[src/rtl/flag_alu_pkg.sv]
package flag_alu_pkg;

  typedef enum logic [3:0] {
    OP_AND = 4'h0, OP_EOR = 4'h1, OP_SUB = 4'h2, OP_RSB = 4'h3,
    OP_ADD = 4'h4, OP_ADC = 4'h5, OP_SBC = 4'h6, OP_RSC = 4'h7,
    OP_TST = 4'h8, OP_TEQ = 4'h9, OP_CMP = 4'hA, OP_CMN = 4'hB,
    OP_ORR = 4'hC, OP_MOV = 4'hD, OP_BIC = 4'hE, OP_MVN = 4'hF
  } aluOp_e;

  typedef enum logic [2:0] {
    LG_AND, LG_EOR, LG_ORR, LG_BIC, LG_MOV, LG_MVN
  } logicOp_e;

  typedef enum logic [1:0] {
    CIN_ZERO, CIN_ONE, CIN_FLAG
  } carrySrc_e;

  // strobes from control to datapath and flag register
  typedef struct packed {
    logic      isArith;
    logic      invRn;
    logic      invOp2;
    carrySrc_e carrySrc;
    logicOp_e  logicOp;
    logic      rdWrite;
    logic      flagUpd;
  } aluCtrl_t;

endpackage

[src/rtl/flag_alu_ctrl.sv]
module flag_alu_ctrl
  import flag_alu_pkg::*;
(
  input  logic     issue,
  input  logic     setFlags,
  input  logic [3:0] opcode,
  output aluCtrl_t ctrl
);

  logic flagOnly;

  always_comb begin
    ctrl          = '0;
    ctrl.carrySrc = CIN_ZERO;
    ctrl.logicOp  = LG_AND;
    flagOnly      = 1'b0;
    unique case (aluOp_e'(opcode))
      OP_AND: ctrl.logicOp = LG_AND;
      OP_EOR: ctrl.logicOp = LG_EOR;
      OP_ORR: ctrl.logicOp = LG_ORR;
      OP_BIC: ctrl.logicOp = LG_BIC;
      OP_MOV: ctrl.logicOp = LG_MOV;
      OP_MVN: ctrl.logicOp = LG_MVN;
      OP_TST: begin ctrl.logicOp = LG_AND; flagOnly = 1'b1; end
      OP_TEQ: begin ctrl.logicOp = LG_EOR; flagOnly = 1'b1; end
      OP_ADD: ctrl.isArith = 1'b1;
      OP_ADC: begin ctrl.isArith = 1'b1; ctrl.carrySrc = CIN_FLAG; end
      OP_SUB: begin ctrl.isArith = 1'b1; ctrl.invOp2 = 1'b1; ctrl.carrySrc = CIN_ONE; end
      OP_SBC: begin ctrl.isArith = 1'b1; ctrl.invOp2 = 1'b1; ctrl.carrySrc = CIN_FLAG; end
      OP_RSB: begin ctrl.isArith = 1'b1; ctrl.invRn = 1'b1; ctrl.carrySrc = CIN_ONE; end
      OP_RSC: begin ctrl.isArith = 1'b1; ctrl.invRn = 1'b1; ctrl.carrySrc = CIN_FLAG; end
      OP_CMP: begin
        ctrl.isArith = 1'b1; ctrl.invOp2 = 1'b1; ctrl.carrySrc = CIN_ONE; flagOnly = 1'b1;
      end
      OP_CMN: begin ctrl.isArith = 1'b1; flagOnly = 1'b1; end
      default: ctrl.logicOp = LG_AND;
    endcase
    ctrl.rdWrite = issue & ~flagOnly;
    ctrl.flagUpd = issue & (flagOnly | setFlags);
  end

endmodule

[src/rtl/flag_alu_dp.sv]
module flag_alu_dp
  import flag_alu_pkg::*;
#(
  parameter int W     = 32,
  parameter int CHUNK = 8
) (
  input  aluCtrl_t       ctrl,
  input  logic [W-1:0]   rnVal,
  input  logic [W-1:0]   op2Val,
  input  logic           carryIn,
  input  logic           shiftCarry,
  output logic [W-1:0]   result,
  output logic           carryOut,
  output logic           ovf
);

  localparam int NCH = W / CHUNK;

  logic [W-1:0] opA, opB, sumVal, logicVal;
  logic [NCH:0] chain;
  logic         msbCarry;

  assign opA = ctrl.invRn  ? ~rnVal  : rnVal;
  assign opB = ctrl.invOp2 ? ~op2Val : op2Val;

  always_comb begin
    unique case (ctrl.carrySrc)
      CIN_ONE:  chain[0] = 1'b1;
      CIN_FLAG: chain[0] = carryIn;
      default:  chain[0] = 1'b0;
    endcase
  end

  // chunked adder, carries chained between equal slices
  for (genvar g = 0; g < NCH; g++) begin : g_chunk
    logic [CHUNK:0] part;
    assign part = {1'b0, opA[g*CHUNK +: CHUNK]} + {1'b0, opB[g*CHUNK +: CHUNK]}
                + (CHUNK+1)'(chain[g]);
    assign sumVal[g*CHUNK +: CHUNK] = part[CHUNK-1:0];
    assign chain[g+1] = part[CHUNK];
  end

  assign msbCarry = opA[W-1] ^ opB[W-1] ^ sumVal[W-1];

  always_comb begin
    unique case (ctrl.logicOp)
      LG_AND:  logicVal = rnVal & op2Val;
      LG_EOR:  logicVal = rnVal ^ op2Val;
      LG_ORR:  logicVal = rnVal | op2Val;
      LG_BIC:  logicVal = rnVal & ~op2Val;
      LG_MOV:  logicVal = op2Val;
      LG_MVN:  logicVal = ~op2Val;
      default: logicVal = '0;
    endcase
  end

  assign result   = ctrl.isArith ? sumVal : logicVal;
  assign carryOut = ctrl.isArith ? chain[NCH] : shiftCarry;
  assign ovf      = msbCarry ^ chain[NCH];

endmodule

[src/rtl/flag_alu_flags.sv]
module flag_alu_flags
  import flag_alu_pkg::*;
#(
  parameter int W = 32
) (
  input  logic         clk,
  input  logic         rstN,
  input  aluCtrl_t     ctrl,
  input  logic [W-1:0] result,
  input  logic         carryOut,
  input  logic         ovf,
  input  logic         satHit,
  input  logic         statusWr,
  input  logic [4:0]   statusWrData,
  output logic         flagN,
  output logic         flagZ,
  output logic         flagC,
  output logic         flagV,
  output logic         flagQ
);

  always_ff @(posedge clk) begin
    if (!rstN) begin
      {flagN, flagZ, flagC, flagV, flagQ} <= '0;
    end else if (statusWr) begin
      {flagN, flagZ, flagC, flagV, flagQ} <= statusWrData;
    end else begin
      if (ctrl.flagUpd) begin
        flagN <= result[W-1];
        flagZ <= (result == '0);
        flagC <= carryOut;
        if (ctrl.isArith) flagV <= ovf;
      end
      if (satHit) flagQ <= 1'b1;
    end
  end

endmodule

[src/rtl/flag_alu.sv]
module flag_alu
  import flag_alu_pkg::*;
#(
  parameter int W     = 32,
  parameter int CHUNK = 8
) (
  input  logic         clk,
  input  logic         rstN,
  input  logic         issue,
  input  logic [3:0]   opcode,
  input  logic [W-1:0] rnVal,
  input  logic [W-1:0] op2Val,
  input  logic         shiftCarry,
  input  logic         carryIn,
  input  logic         setFlags,
  input  logic         satHit,
  input  logic         statusWr,
  input  logic [4:0]   statusWrData,
  output logic [W-1:0] result,
  output logic         rdWrEn,
  output logic         flagN,
  output logic         flagZ,
  output logic         flagC,
  output logic         flagV,
  output logic         flagQ
);

  aluCtrl_t ctrl;
  logic     carryOut, ovf;

  flag_alu_ctrl u_ctrl (
    .issue(issue), .setFlags(setFlags), .opcode(opcode), .ctrl(ctrl)
  );

  flag_alu_dp #(.W(W), .CHUNK(CHUNK)) u_dp (
    .ctrl(ctrl), .rnVal(rnVal), .op2Val(op2Val), .carryIn(carryIn),
    .shiftCarry(shiftCarry), .result(result), .carryOut(carryOut), .ovf(ovf)
  );

  flag_alu_flags #(.W(W)) u_flags (
    .clk(clk), .rstN(rstN), .ctrl(ctrl), .result(result), .carryOut(carryOut),
    .ovf(ovf), .satHit(satHit), .statusWr(statusWr), .statusWrData(statusWrData),
    .flagN(flagN), .flagZ(flagZ), .flagC(flagC), .flagV(flagV), .flagQ(flagQ)
  );

  assign rdWrEn = ctrl.rdWrite;

endmodule

[config.mk]
export PLATFORM = sky130hd
export DESIGN_NAME = flag_alu
export DESIGN_NICKNAME = d
export VERILOG_FILES = /design/src/rtl/flag_alu_pkg.sv /design/src/rtl/flag_alu_ctrl.sv /design/src/rtl/flag_alu_dp.sv /design/src/rtl/flag_alu_flags.sv /design/src/rtl/flag_alu.sv
export SDC_FILE = /design/constraint.sdc
export NUM_CORES = 1
export LEC_CHECK = 0
export BUFFER_PORTS_ARGS = -buffer_cell sky130_fd_sc_hd__buf_2
export CAP_MARGIN = 40
export CORE_ASPECT_RATIO = 0.75
export CORE_MARGIN = 8
export CORE_UTILIZATION = 45
export CTS_CLUSTER_DIAMETER = 150
export DETAILED_ROUTE_END_ITERATION = 7
export PLACE_DENSITY = 0.7
export SYNTH_ARGS = -nofsm -noshare
export SYNTH_HDL_FRONTEND = slang
export SYNTH_SLANG_ARGS = --single-unit
export TNS_END_PERCENT = 30
[constraint.sdc]
create_clock -name clk -period 19.7 [get_ports clk]
set_input_delay 2.955 -clock clk [delete_from_list [all_inputs] [get_ports clk]]
set_output_delay 2.955 -clock clk [all_outputs]
set_load 0.05 [all_outputs]
Word level (Yosys, flattened, before mapping)
Index checks and enable logic that the tools add are counted.
{"block": "op_classes", "bitwise_logic": 13, "n_addsub": 8, "reduce_logical": 13, "n_eq_ne": 22, "n_mux": 23}
{"op": "$pmux 32 s6", "count": 1}
{"op": "$mux 32", "count": 3}
{"op": "$and 32x32->32", "count": 2}
{"op": "$not 32->32", "count": 2}
{"op": "$add 8x8->9", "count": 4}
{"op": "$add 9x1->9", "count": 4}
{"op": "$eq 4x4->1 const B", "count": 8}
{"op": "$logic_not 32->1", "count": 1}
{"op": "$or 32x32->32", "count": 1}
{"op": "$xor 32x32->32", "count": 1}
{"op": "$eq 4x3->1 const B", "count": 4}
{"op": "$mux 1", "count": 16}
{"op": "$pmux 3 s5", "count": 1}
{"op": "$reduce_or 3->1", "count": 3}
{"op": "$eq 4x2->1 const B", "count": 2}
{"op": "$reduce_or 8->1", "count": 1}
{"op": "$eq 3x2->1 const B", "count": 2}
{"op": "$eq 3x3->1 const B", "count": 2}
{"op": "$reduce_bool 2->1", "count": 3}
{"op": "$eq 4x1->1 const B", "count": 1}
{"op": "$pmux 2 s2", "count": 1}
{"op": "$reduce_or 2->1", "count": 2}
{"op": "$reduce_or 4->1", "count": 1}
{"op": "$eq 3x1->1 const B", "count": 1}
{"op": "9 further kinds", "count": 12}
{"block": "word_totals", "regBits": 5, "inputBits": 81, "elab_cells": 84}

Depth between registers and ports, before layout
Gate-level depths: netlist (run 1).
{"block": "logic_depth", "depth_word": 14, "mapped_depth": 41}

Hierarchy
A second synthesis (run 1) with hierarchy kept.
{"block": "hier_totals", "hier_cells": 724, "area_unflattened_um2": 5037.3}
{"module": "flag_alu_dp", "n_inst": 1, "cells_per_inst": 673, "seq_area_each_um2": 0.0, "area_per_inst_um2": 4605.7}
{"module": "flag_alu_flags", "n_inst": 1, "cells_per_inst": 35, "seq_area_each_um2": 100.1, "area_per_inst_um2": 335.3}
{"module": "flag_alu_ctrl", "n_inst": 1, "cells_per_inst": 16, "seq_area_each_um2": 0.0, "area_per_inst_um2": 96.3}

Worst setup path after synthesis (run 1)
OpenSTA, ideal clock, no wires.
{"block": "synth_path", "path_type": "input to output", "startpoint": "in opcode[3]", "endpoint": "out result[30]", "path_slack_ns": 5.268, "arrival_ns": 11.477, "required_time_ns": 16.745, "cell_stages": 37, "cell_sequence": "buf_4 > buf_2 > clkbuf_1 > or2_2 > clkbuf_1 > buf_2 > xnor2_1 > fa_1 > fa_1 > nand3_1 > a21boi_0 > nor2_1 > nor2_1 > o21a_1 > o21ai_0 > nand2b_1 > fa_1 > fa_1 > a21o_1 > a21oi_1 > o21ai_0 > a21o_1 > a21o_1 > fa_1 > fa_1 > a21oi_1 > o21ai_0 > o22ai_1 > o21bai_1 > a21oi_1 > fa_1 > fa_1 > nor2b_1 > o31a_1 > nor3_1 > a211oi_1 > o21ai_0"}
{"block": "synth_between", "elab_chain_len": 10, "elab_cells_between_ends": 46}
{"item": "from (decl)", "line": "flag_alu.sv:10", "source": "input logic [3:0] opcode,"}
{"item": "$eq 4x2->1, or another cell as far along", "line": "flag_alu_ctrl.sv:17", "source": "unique case (aluOp_e'(opcode))"}
{"item": "$reduce_or 3->1 (no source line) / $reduce_or 2->1 (equally long branches)"}
{"item": "$mux 1 / $pmux 2 s2 (equally long branches)", "line": "flag_alu_ctrl.sv:17"}
{"item": "$mux 32, or another cell as far along", "line": "flag_alu_dp.sv:24", "source": "assign opB = ctrl.invOp2 ? ~op2Val : op2Val;"}
{"item": "$add 8x8->9 / $pmux 1 s2 (equally long branches)", "line": "flag_alu_dp.sv:37, flag_alu_dp.sv:27"}
{"item": "$add 9x1->9 (4 in series)", "line": "flag_alu_dp.sv:38", "source": "+ (CHUNK+1)'(chain[g]);"}
{"item": "$mux 32 (*)", "line": "flag_alu_dp.sv:57", "source": "assign result = ctrl.isArith ? sumVal : logicVal;"}
{"item": "to (decl)", "line": "flag_alu.sv:19", "source": "output logic [W-1:0] result,"}
Mark *: on every way between the ends. The rest lies on a longest branch, timed or not.

Worst setup path after layout (run 1)
{"block": "layout_path", "startpoint": "in opcode[0]", "endpoint": "out result[31]"}
The elaborated chain is that of the path after synthesis.

==> results of run 1 <==
==> power groups by stage <==
stage	clock, mW	combinational, mW	sequential (mW)
after CTS	0.0339	0.268	0.0113
after global placement	0	0.265	0.0114
after detailed placement	0	0.266	0.0115
final	0.0336	0.272	0.0113
after floorplan	0	0.196	0.0141
after global routing	0.0348	0.293	0.0114
==> metrics by stage <==
| stage | util | setup slack (ps) | hold WS, ps |
|---|---|---|---|
| after detailed placement | 0.507 | 4690 | 483 |
| after CTS | 0.514 | 4650 | 491 |
| after global placement | 0.505 | 4970 | 480 |
| after global routing | 0.514 | 4010 | 510 |
| after floorplan | - | 5270 | 756 |
| final | 0.514 | 4530 | 487 |
==> area by class of cell <==
type,count,area (sq um),share of cell area
Sequential cell,5,100,0.0170
Clock buffer,4,78.8,0.0134
Timing Repair Buffer,129,681,0.116
Inverter,81,304,0.0517
Tap cell,144,180,0.0307
Multi-Input combinational cell,608,4530,0.771
==> metal layers <==
layer  vias up  share of wire  global-route usage
met3        34           0.12              0.0477
met1      2747           0.46               0.341
met4         0          0.016              0.0440
met2       364           0.41               0.364
met5         -              0                   0
li1       2846              -                   -
==> how the worst min path moves through the flow <==
stage	cells after the start	start	end	slack (ps)
after floorplan	2	u_flags.flagC$_SDFFE_PN0P_	u_flags.flagC$_SDFFE_PN0P_	760
after global placement	2	u_flags.flagQ$_SDFFE_PN0P_	u_flags.flagQ$_SDFFE_PN0P_	480
after detailed placement	2	u_flags.flagQ$_SDFFE_PN0P_	u_flags.flagQ$_SDFFE_PN0P_	480
after CTS	2	u_flags.flagQ$_SDFFE_PN0P_	u_flags.flagQ$_SDFFE_PN0P_	490
after global routing	2	u_flags.flagQ$_SDFFE_PN0P_	u_flags.flagQ$_SDFFE_PN0P_	510
final	2	u_flags.flagQ$_SDFFE_PN0P_	u_flags.flagQ$_SDFFE_PN0P_	490
==> cells in the final DEF, fill, tap and decap left out, types with 10 or more instances in the layout <==
| cell type | n |
|---|---|
| a21oi_1 | 43 |
| xnor2_1 | 71 |
| inv_1 | 80 |
| nor2_1 | 38 |
| buf_4 | 10 |
| nand3_1 | 15 |
| ha_1 | 62 |
| a211oi_1 | 13 |
| xor2_1 | 18 |
| mux2i_1 | 18 |
| a31oi_1 | 12 |
| nor2b_1 | 16 |
| o21ai_0 | 52 |
| o211ai_1 | 10 |
| o22ai_1 | 15 |
| nor3_1 | 19 |
| nand2b_1 | 16 |
| nand2_1 | 47 |
| buf_2 | 118 |
==> worst min-delay path: stages, from the launching register on <==
cell and delay [ps]:
dfxtp_1 320, nor3_1 60, nor2_1 80
==> kinds of logic (layout without fill, tap and decap cells) <==
group | Yosys count | after routing
buffers and inverters | 130 | 214
and+or+nand+nor | 187 | 187
muxes | 25 | 25
AOI/OAI and AO/OA | 237 | 237
xor gates and xnor gates | 89 | 89
adders and majority gates | 70 | 70
DFF | 5 | 5
==> state kept, by name (all words and copies together), names as in the netlist <==
signal and flops:
u_flags.flagV 1, u_flags.flagQ 1, u_flags.flagN 1, u_flags.flagC 1, u_flags.flagZ 1
==> run_results.csv, run 1 <==
group,metric,value,unit
run_status,status,"finished clean",
sta,period_needed,15170,ps
sta,max_slew_margin,0.365,
yosys,synthAdderAreaFrac,0.180,
yosys,yosysSeqAreaShare,0.0192,
yosys,postSynthAreaPerCell,7.00,sq um
final_layout,instances_no_fill,971,
placement,dpl_cell_area,5800,sq um
global_route,grt_max_degree,64,
global_route,grt_pass1_wl,29700,um
global_route,grt-ovfl-total,0,
floorplan,io_pins,119,
placement,hpwl,14300,um
critical_path,crit_path_start_kind,"primary input",
critical_path,cp-endpoint,"result[31]",
yosys,synth_ff_type,"dfxtp_1",
global_route,first_global_vias,5543,
yosys,yosysMostFrequentCell,"inv_1",
floorplan,die_w,140,um
final_layout,num_antenna_cells,0,
worst_hold_path,hp-class,"register to register",
sta,finalSetupViolCount,0,
final_layout,final_area,5880,sq um
floorplan,die_h,109,um
clock_network,clk_pin_slew,30,ps
yosys,syn_nets,894,
yosys,synth_area_leader_cell,"ha_1",
critical_path,critPathMostFrequentCell,"fa_1",
critical_path,path_depth,36,
yosys,synth_top_family_by_area,"compound AO/OA/AOI/OAI gates",
sta,clock.fmax,0.0659,GHz
sta,timing.setup.tns,0,ps
yosys,synth_common_cells,"inv_1, xnor2_1, ha_1",
final_layout,fill_cells,1181,
power,p_comb_frac,0.858,
power,p_leak,2.81,nW
yosys,synth_compound_area_frac,0.309,
sta,drv_slew,0,
floorplan,dieArea,15300,sq um
power,seqPwrFrac,0.036,
route,ant_nets,0,
power,ir_drop,0.0391,mV
sta,finalHoldViolCount,0,
sta,worst_pin_slew,950,ps
critical_path,worstReg2RegStart,"u_flags.flagV$_SDFFE_PN0P_",
critical_path,required,16750,ps
yosys,synth_top_area_frac,0.149,
clock_network,cts_hold_buf,0,
yosys,ys_types,71,
power,p_sw_frac,0.593,
critical_path,slowest_delay,510,ps
power,power_density,54.0,nW/um^2
yosys,muxShareOfSynthArea,0.0498,
critical_path,r2r-end,"u_flags.flagV$_SDFFE_PN0P_",
clock_network,cts-root-buf,"clkbuf_16",
power,clkPwrFrac,0.106,
route,drt_first_pass_iters,6,
yosys,synthTopCellsByArea,"ha_1, xnor2_1, inv_1",
final_layout,layout.nets,979,
power,intPower,0.129,mW
clock_network,cts_made_buffers,3,
run,drv_cap,0,
yosys,syn_inst,743,
critical_path,crit_type,"primary input to primary output",
placement,place.gp.congestion,0.873,
clock_network,cts_resized,0,
yosys,synthXorXnorAreaFrac,0.150,
route,drc,0,
yosys,ys_warn_count,0,
critical_path,endpoint_kind,"primary output",
clock_network,postCtsSetupRepairBufs,0,
sta,fin_crit_sh,0.770,
placement,dp_cells,967,
route,drt-total-wl,19100,um
clock_network,cts_tree,"done",
critical_path,startpoint,"opcode[0]",
yosys,synth-edff-count,0,
yosys,syn-cell-area,5200,sq um
final_layout,area_delta_synth_final,12.9,%
floorplan,start_util,0.455,
placement,portBuffers,118,
final_layout,drive_gt1_frac,0.181,
route,vias,5991,
yosys,synthArstFlopShare,0,
floorplan,rows,34,
clock_network,clock_sinks,5,
sta,skew,0,ps
clock_network,ctsLongestPathBuffers,2,
global_route,grt_util_all_layers,0.238,
critical_path,cp_slowest_cell,"fa_1",
critical_path,critPathMaxFanout,53,
critical_path,critPathBufInv,5,
floorplan,core,11400,sq um
clock_network,clkLatencyLatePin,230,ps
yosys,synth-simple-area-share,0.182,
sta,rsz0062_at_grt,"no",
route,first_iter_violations,715,
power,fin_total_pwr,0.317,mW
critical_path,cp_top_family,"compound AO/OA/AOI/OAI gates",
critical_path,critPathArrivalTime,12210,ps
critical_path,rr_worst_depth,3,
critical_path,reg2reg_slack,18870,ps
route,wl_per_cell,19.7,um
global_route,antenna_found_initial,0,
power,power_switching,0.188,mW
clock_network,htree_levels,1,
yosys,ys_seq_elements,5,
route,avgViaCountPerCell,6.17,
Note: power is estimated with default switching activity, not from simulation.
==> run 2, diff against run 1 <==
--- a/config.mk
+++ b/config.mk
@@ -5,6 +5,7 @@
 export SDC_FILE = /design/constraint.sdc
 export NUM_CORES = 1
 export LEC_CHECK = 0
+export ABC_AREA = 1
 export BUFFER_PORTS_ARGS = -buffer_cell sky130_fd_sc_hd__buf_2
 export CAP_MARGIN = 40
 export CORE_ASPECT_RATIO = 0.75
@@ -12,7 +13,7 @@
 export CORE_UTILIZATION = 45
 export CTS_CLUSTER_DIAMETER = 150
 export DETAILED_ROUTE_END_ITERATION = 7
-export PLACE_DENSITY = 0.7
+export PLACE_DENSITY = 0.73
 export SYNTH_ARGS = -nofsm -noshare
 export SYNTH_HDL_FRONTEND = slang
 export SYNTH_SLANG_ARGS = --single-unit
==> constraint.sdc (replaced) <==
create_clock -name clk -period 12.6 [get_ports clk]
set_input_delay 1.89 -clock clk [delete_from_list [all_inputs] [get_ports clk]]
set_output_delay 1.89 -clock clk [all_outputs]
set_load 0.05 [all_outputs]
==> run 2 against run 1 <==
  * Sequential share of layout area fell by 0.057 points
  * Non-clock buffer count decreased by 3
  * Cell count up 28%
  * Die area grew 1.7%
  * Count of clock-buffer cells in the layout stayed put
  * Global-route usage decreased by 3.1 points
  * Critical path type unchanged
  * Clock power increased by 58%
  * Flip-flop and latch count did not move
==> run_results.csv, run 2 <==
group,metric,value,unit
run_status,status,"finished clean",
clock_network,clkLatencyLatePin,230,ps
yosys,postSynthAreaPerCell,5.43,sq um
route,drc,0,
worst_hold_path,hold_start,"u_flags.flagQ$_SDFFE_PN0P_",
final_layout,layout.nets,1229,
sta,timing.setup.tns,0,ps
sta,finalHoldViolCount,0,
route,first_iter_violations,403,
route,avgViaCountPerCell,4.81,
global_route,grt_pass1_wl,26800,um
yosys,synth-edff-count,0,
worst_hold_path,hp-class,"register to register",
yosys,ys_warn_count,0,
run,drv_cap,0,
sta,fin_ws,1770,ps
floorplan,die_h,110,um
yosys,synth_ff_type,"dfxtp_1",
critical_path,startpoint,"opcode[2]",
critical_path,critPathBufInv,4,
critical_path,critPathMostFrequentCell,"nand3_1",
yosys,syn-cell-area,5300,sq um
critical_path,required,10710,ps
clock_network,cts_made_buffers,3,
critical_path,endpoint_kind,"primary output",
final_layout,final_common_cell,"nand2_1",
yosys,synth_common_cells,"nand2_1, inv_1, nand3_1",
clock_network,cts_tree,"done",
power,p_leak,3.77,nW
floorplan,start_util,0.460,
global_route,first_global_vias,5585,
clock_network,postCtsSetupRepairBufs,0,
global_route,grt-ovfl-total,0,
critical_path,slowest_delay,500,ps
sta,rsz0062_at_grt,"no",
yosys,ys_seq_elements,5,
yosys,synthArstFlopShare,0,
power,power_density,80.0,nW/um^2
sta,clock.fmax,0.0924,GHz
yosys,yosysMostFrequentCell,"nand2_1",
critical_path,worstReg2RegStart,"u_flags.flagZ$_SDFFE_PN0P_",
yosys,syn_nets,1128,
final_layout,area_delta_synth_final,14.7,%
yosys,syn_inst,977,
final_layout,fin_util,0.527,
global_route,grt_util_all_layers,0.207,
clock_network,cts_hold_buf,0,
clock_network,cts-root-buf,"clkbuf_16",
final_layout,drive_gt1_frac,0.140,
critical_path,critPathMaxFanout,32,
floorplan,io_pins,119,
clock_network,clock_sinks,5,
global_route,grt_max_degree,44,
yosys,synthTopCellsByArea,"nand2_1, xor2_1, ha_1",
sta,period_needed,10830,ps
route,ant_nets,0,
floorplan,core,11500,sq um
sta,fin_crit_sh,0.859,
route,drt-total-wl,16200,um
sta,drv_slew,0,
yosys,synth_top_area_frac,0.222,
route,drt_first_pass_iters,5,
clock_network,cts_resized,0,
critical_path,crit_type,"primary input to primary output",
yosys,yosysSeqAreaShare,0.0189,
power,fin_total_pwr,0.486,mW
critical_path,critPathArrivalTime,8940,ps
sta,whs,468,ps
global_route,antenna_found_initial,2,
clock_network,ctsLongestPathBuffers,2,
sta,worst_pin_slew,904,ps
clock_network,clk_pin_slew,30,ps
placement,place.gp.congestion,0.909,
placement,hpwl,12800,um
floorplan,rows,34,
sta,skew,0,ps
floorplan,dieArea,15500,sq um
final_layout,fill_cells,1239,
critical_path,cp_slowest_cell,"fa_1",
sta,max_slew_margin,0.397,
critical_path,cp_top_family,"adder cells",
yosys,synth_area_leader_cell,"nand2_1",
route,wl_per_cell,13.1,um
placement,place_ws,1760,ps
placement,portBuffers,118,
floorplan,die_w,141,um
final_layout,layout_common_cells,"nand2_1, inv_1, buf_2",
power,ir_drop,0.0703,mV
clock_network,htree_levels,1,
route,vias,5969,
yosys,ys_types,30,
critical_path,crit_path_start_kind,"primary input",
sta,finalSetupViolCount,0,
==> run 2: area by class of cell <==
type | instances | area [sq um] | area share
multi-input cells | 753 | 4330 | 0.713
clock buffers | 4 | 78.8 | 0.0130
inverters | 189 | 709 | 0.117
well taps | 162 | 203 | 0.0333
flip-flops and latches | 5 | 100 | 0.0165
diodes | 2 | 5.00 | 0.000823
repair buffers | 126 | 651 | 0.107
==> run 2: final timing paths <==
kind / to / depth (start not counted) / slack (ps)
min reg2reg: u_flags.flagQ$_SDFFE_PN0P_ / 2 / 470
max reg2reg: u_flags.flagZ$_SDFFE_PN0P_ / 3 / 11890
min: u_flags.flagQ$_SDFFE_PN0P_ / 2 / 470
max: result[31] / 34 / 1770
==> run 2: worst register-to-register path: stages (launching register included) <==
cell and delay, ps:
dfxtp_1 300, a22o_1 190, inv_1 50, a21oi_1 60
==> run 2: metrics by stage <==
step / cells / area, sq um
2_1_floorplan: 977 / 5300
3_3_place_gp: 1233 / 5980
3_5_place_dp: 1235 / 6000
4_1_cts: 1239 / 6080
5_1_grt: 1241 / 6080
6_report: 1241 / 6080
==> run 2: per-layer routing <==
metal / share of wire / vias to the layer above / wire [um] / GRT usage
li1: - / 3203 / - / -
met1: 0.48 / 2557 / 7730 / 0.285
met2: 0.43 / 187 / 6980 / 0.343
met3: 0.079 / 22 / 1290 / 0.0245
met4: 0.015 / 0 / 246 / 0.0428
met5: 0 / - / 0 / 0
==> run 2: kinds of logic (layout without fill, tap and decap cells) <==
logic type	Yosys count	count (layout)	share of synthesized area
compound gates	63	63	0.0651
xor+xnor	95	95	0.157
fa+ha+maj	70	70	0.176
buf+inv	219	319	0.166
flops	5	5	0.0189
other cells	0	2	0
simple gates	525	525	0.416
==> run 2: power by group <==
part	internal [mW]	total [mW]	switching [mW]
registers	0.0172	0.0178	0.000581
clock network	0.0420	0.0532	0.0112
logic	0.128	0.415	0.287
total	0.187	0.486	0.299
==> run 3, diff against run 2 <==
--- a/config.mk
+++ b/config.mk
@@ -14,6 +14,7 @@
 export CTS_CLUSTER_DIAMETER = 150
 export DETAILED_ROUTE_END_ITERATION = 7
 export PLACE_DENSITY = 0.73
+export RECOVER_POWER = 50
 export SYNTH_ARGS = -nofsm -noshare
 export SYNTH_HDL_FRONTEND = slang
 export SYNTH_SLANG_ARGS = --single-unit
==> run 3 against run 2 <==
  * Combinational power about the same
  * Utilization decreased by 0.24 points
  * Clock power about the same
  * First-iteration DRC count decreased by 2.0%
  * Register-to-register slack about the same
  * Clock skew unchanged
  * Flip-flop and latch count unchanged
  * Via count increased by 0.50%
  * Count of clock-buffer cells in the layout unchanged
  * Fmax decreased by 2.5%
==> run_results.csv, run 3 (same netlist as run 2, synthesis figures left out) <==
group,metric,value,unit
placement,place.gp.congestion,0.909,
clock_network,cts_hold_buf,0,
route,drt-total-wl,16200,um
sta,clock.fmax,0.0901,GHz
critical_path,required,10710,ps
clock_network,cts-root-buf,"clkbuf_16",
final_layout,multiInputGateArea,4330,sq um
global_route,antenna_found_initial,1,
final_layout,final_area,6050,sq um
global_route,first_global_vias,5585,
sta,period_needed,11100,ps
power,p_leak,3.72,nW
global_route,grt_util_all_layers,0.207,
clock_network,cts_resized,0,
placement,hpwl,12800,um
critical_path,critPathMaxFanout,32,
power,p_sw_frac,0.620,
route,first_iter_violations,395,
critical_path,crit_type,"primary input to primary output",
power,ir_drop,0.0703,mV
clock_network,htree_levels,1,
sta,worst_pin_slew,912,ps
floorplan,dieArea,15500,sq um
worst_hold_path,hp-class,"register to register",
final_layout,layout_common_cells,"nand2_1, inv_1, nand3_1",
critical_path,endpoint_kind,"primary output",
route,vias,5999,
global_route,grt-ovfl-total,0,
critical_path,critPathArrivalTime,9210,ps
power,fin_total_pwr,0.484,mW
final_layout,fill_cells,1244,
critical_path,crit_path_start_kind,"primary input",
floorplan,core,11500,sq um
final_layout,layout.nets,1229,
power,clkPwrFrac,0.110,
sta,max_slew_margin,0.391,
floorplan,io_pins,119,
final_layout,drive_gt1_frac,0.123,
route,drt_first_pass_iters,6,
route,wl_per_cell,13.1,um
placement,portBuffers,118,
placement,place_ws,1760,ps
clock_network,cts_made_buffers,3,
clock_network,clk_pin_slew,30,ps
floorplan,die_w,141,um
sta,timing.setup.tns,0,ps
critical_path,slowest_delay,500,ps
power,power_density,79.9,nW/um^2
route,ant_nets,0,
final_layout,area_delta_synth_final,14.2,%
global_route,grt_pass1_wl,26800,um
sta,drv_slew,0,
clock_network,clock_sinks,5,
route,avgViaCountPerCell,4.84,
clock_network,cts_tree,"done",
sta,finalHoldViolCount,0,
run_status,status,"finished clean",
floorplan,rows,34,
power,power_switching,0.300,mW
clock_network,ctsLongestPathBuffers,2,
global_route,grt_max_degree,44,
route,drc,0,
final_layout,regArea,100,sq um
clock_network,clkLatencyLatePin,230,ps
critical_path,cp_slowest_cell,"fa_1",
floorplan,start_util,0.460,
sta,fin_ws,1500,ps
run,drv_cap,0,
sta,fin_crit_sh,0.881,
power,p_comb_frac,0.853,
floorplan,die_h,110,um
power,intPower,0.184,mW
power,seqPwrFrac,0.037,
final_layout,final_common_cell,"nand2_1",
placement,dpl_cell_area,6000,sq um
clock_network,postCtsSetupRepairBufs,0,
sta,finalSetupViolCount,0,
sta,skew,0,ps
sta,rsz0062_at_grt,"no",
==> run 3: changes by cell type in the layout (fill, tap and decap cells not counted), sizes merged <==
| cell | change |
|---|---|
| clkbuf | +18 |
| buf | -18 |
| diode | -1 |
==> run 3: through the flow <==
step / hold WS (ps) / util / std cells
detailed placement: 460 / 0.520 / 1235
floorplan: 687 / - / 977
CTS: 467 / 0.527 / 1239
global route: 497 / 0.525 / 1240
finish: 469 / 0.525 / 1240
global placement: 454 / 0.519 / 1233
==> run 3: path summary, 6_finish.rpt <==
path	start	endpoint	slack (ps)	cells after the start
worst max-delay path	opcode[3]	result[31]	1500	34
worst min-delay path	u_flags.flagQ$_SDFFE_PN0P_	u_flags.flagQ$_SDFFE_PN0P_	470	2
worst max register to register	u_flags.flagZ$_SDFFE_PN0P_	u_flags.flagZ$_SDFFE_PN0P_	11880	3
worst min register to register	u_flags.flagQ$_SDFFE_PN0P_	u_flags.flagQ$_SDFFE_PN0P_	470	2
==> run 3: routing by layer <==
layer | vias up | GRT usage | wire [um]
li1 | 3202 | - | -
met1 | 2565 | 0.285 | 7690
met2 | 210 | 0.343 | 6990
met3 | 22 | 0.0245 | 1290
met4 | 0 | 0.0428 | 267
met5 | - | 0 | 0
==> run 3: layout make-up <==
type | instances | share of cell area
antenna | 1 | 0.000413
multi-input combinational | 753 | 0.716
sequential | 5 | 0.0165
clock buffer | 4 | 0.0130
tap | 162 | 0.0335
inverter | 189 | 0.117
timing repair buffer | 126 | 0.104
==> run 3: power by group through the flow <==
| stage | logic [mW] | clock network (mW) | registers, mW |
|---|---|---|---|
| finish | 0.412 | 0.0533 | 0.0179 |
| detailed placement | 0.413 | 0 | 0.0181 |
| global placement | 0.411 | 0 | 0.0180 |
| floorplan | 0.316 | 0 | 0.0226 |
| global route | 0.462 | 0.0550 | 0.0180 |
| CTS | 0.415 | 0.0533 | 0.0178 |
==> run 3: critical path, delay by kind of cell <==
family / cells / cell delay, ps
xor gates and xnor gates: 1 / 160
and+or+nand+nor: 17 / 2060
buffers and inverters: 4 / 1180
AOI/OAI and AO/OA: 5 / 720
adders and majority gates: 7 / 3170
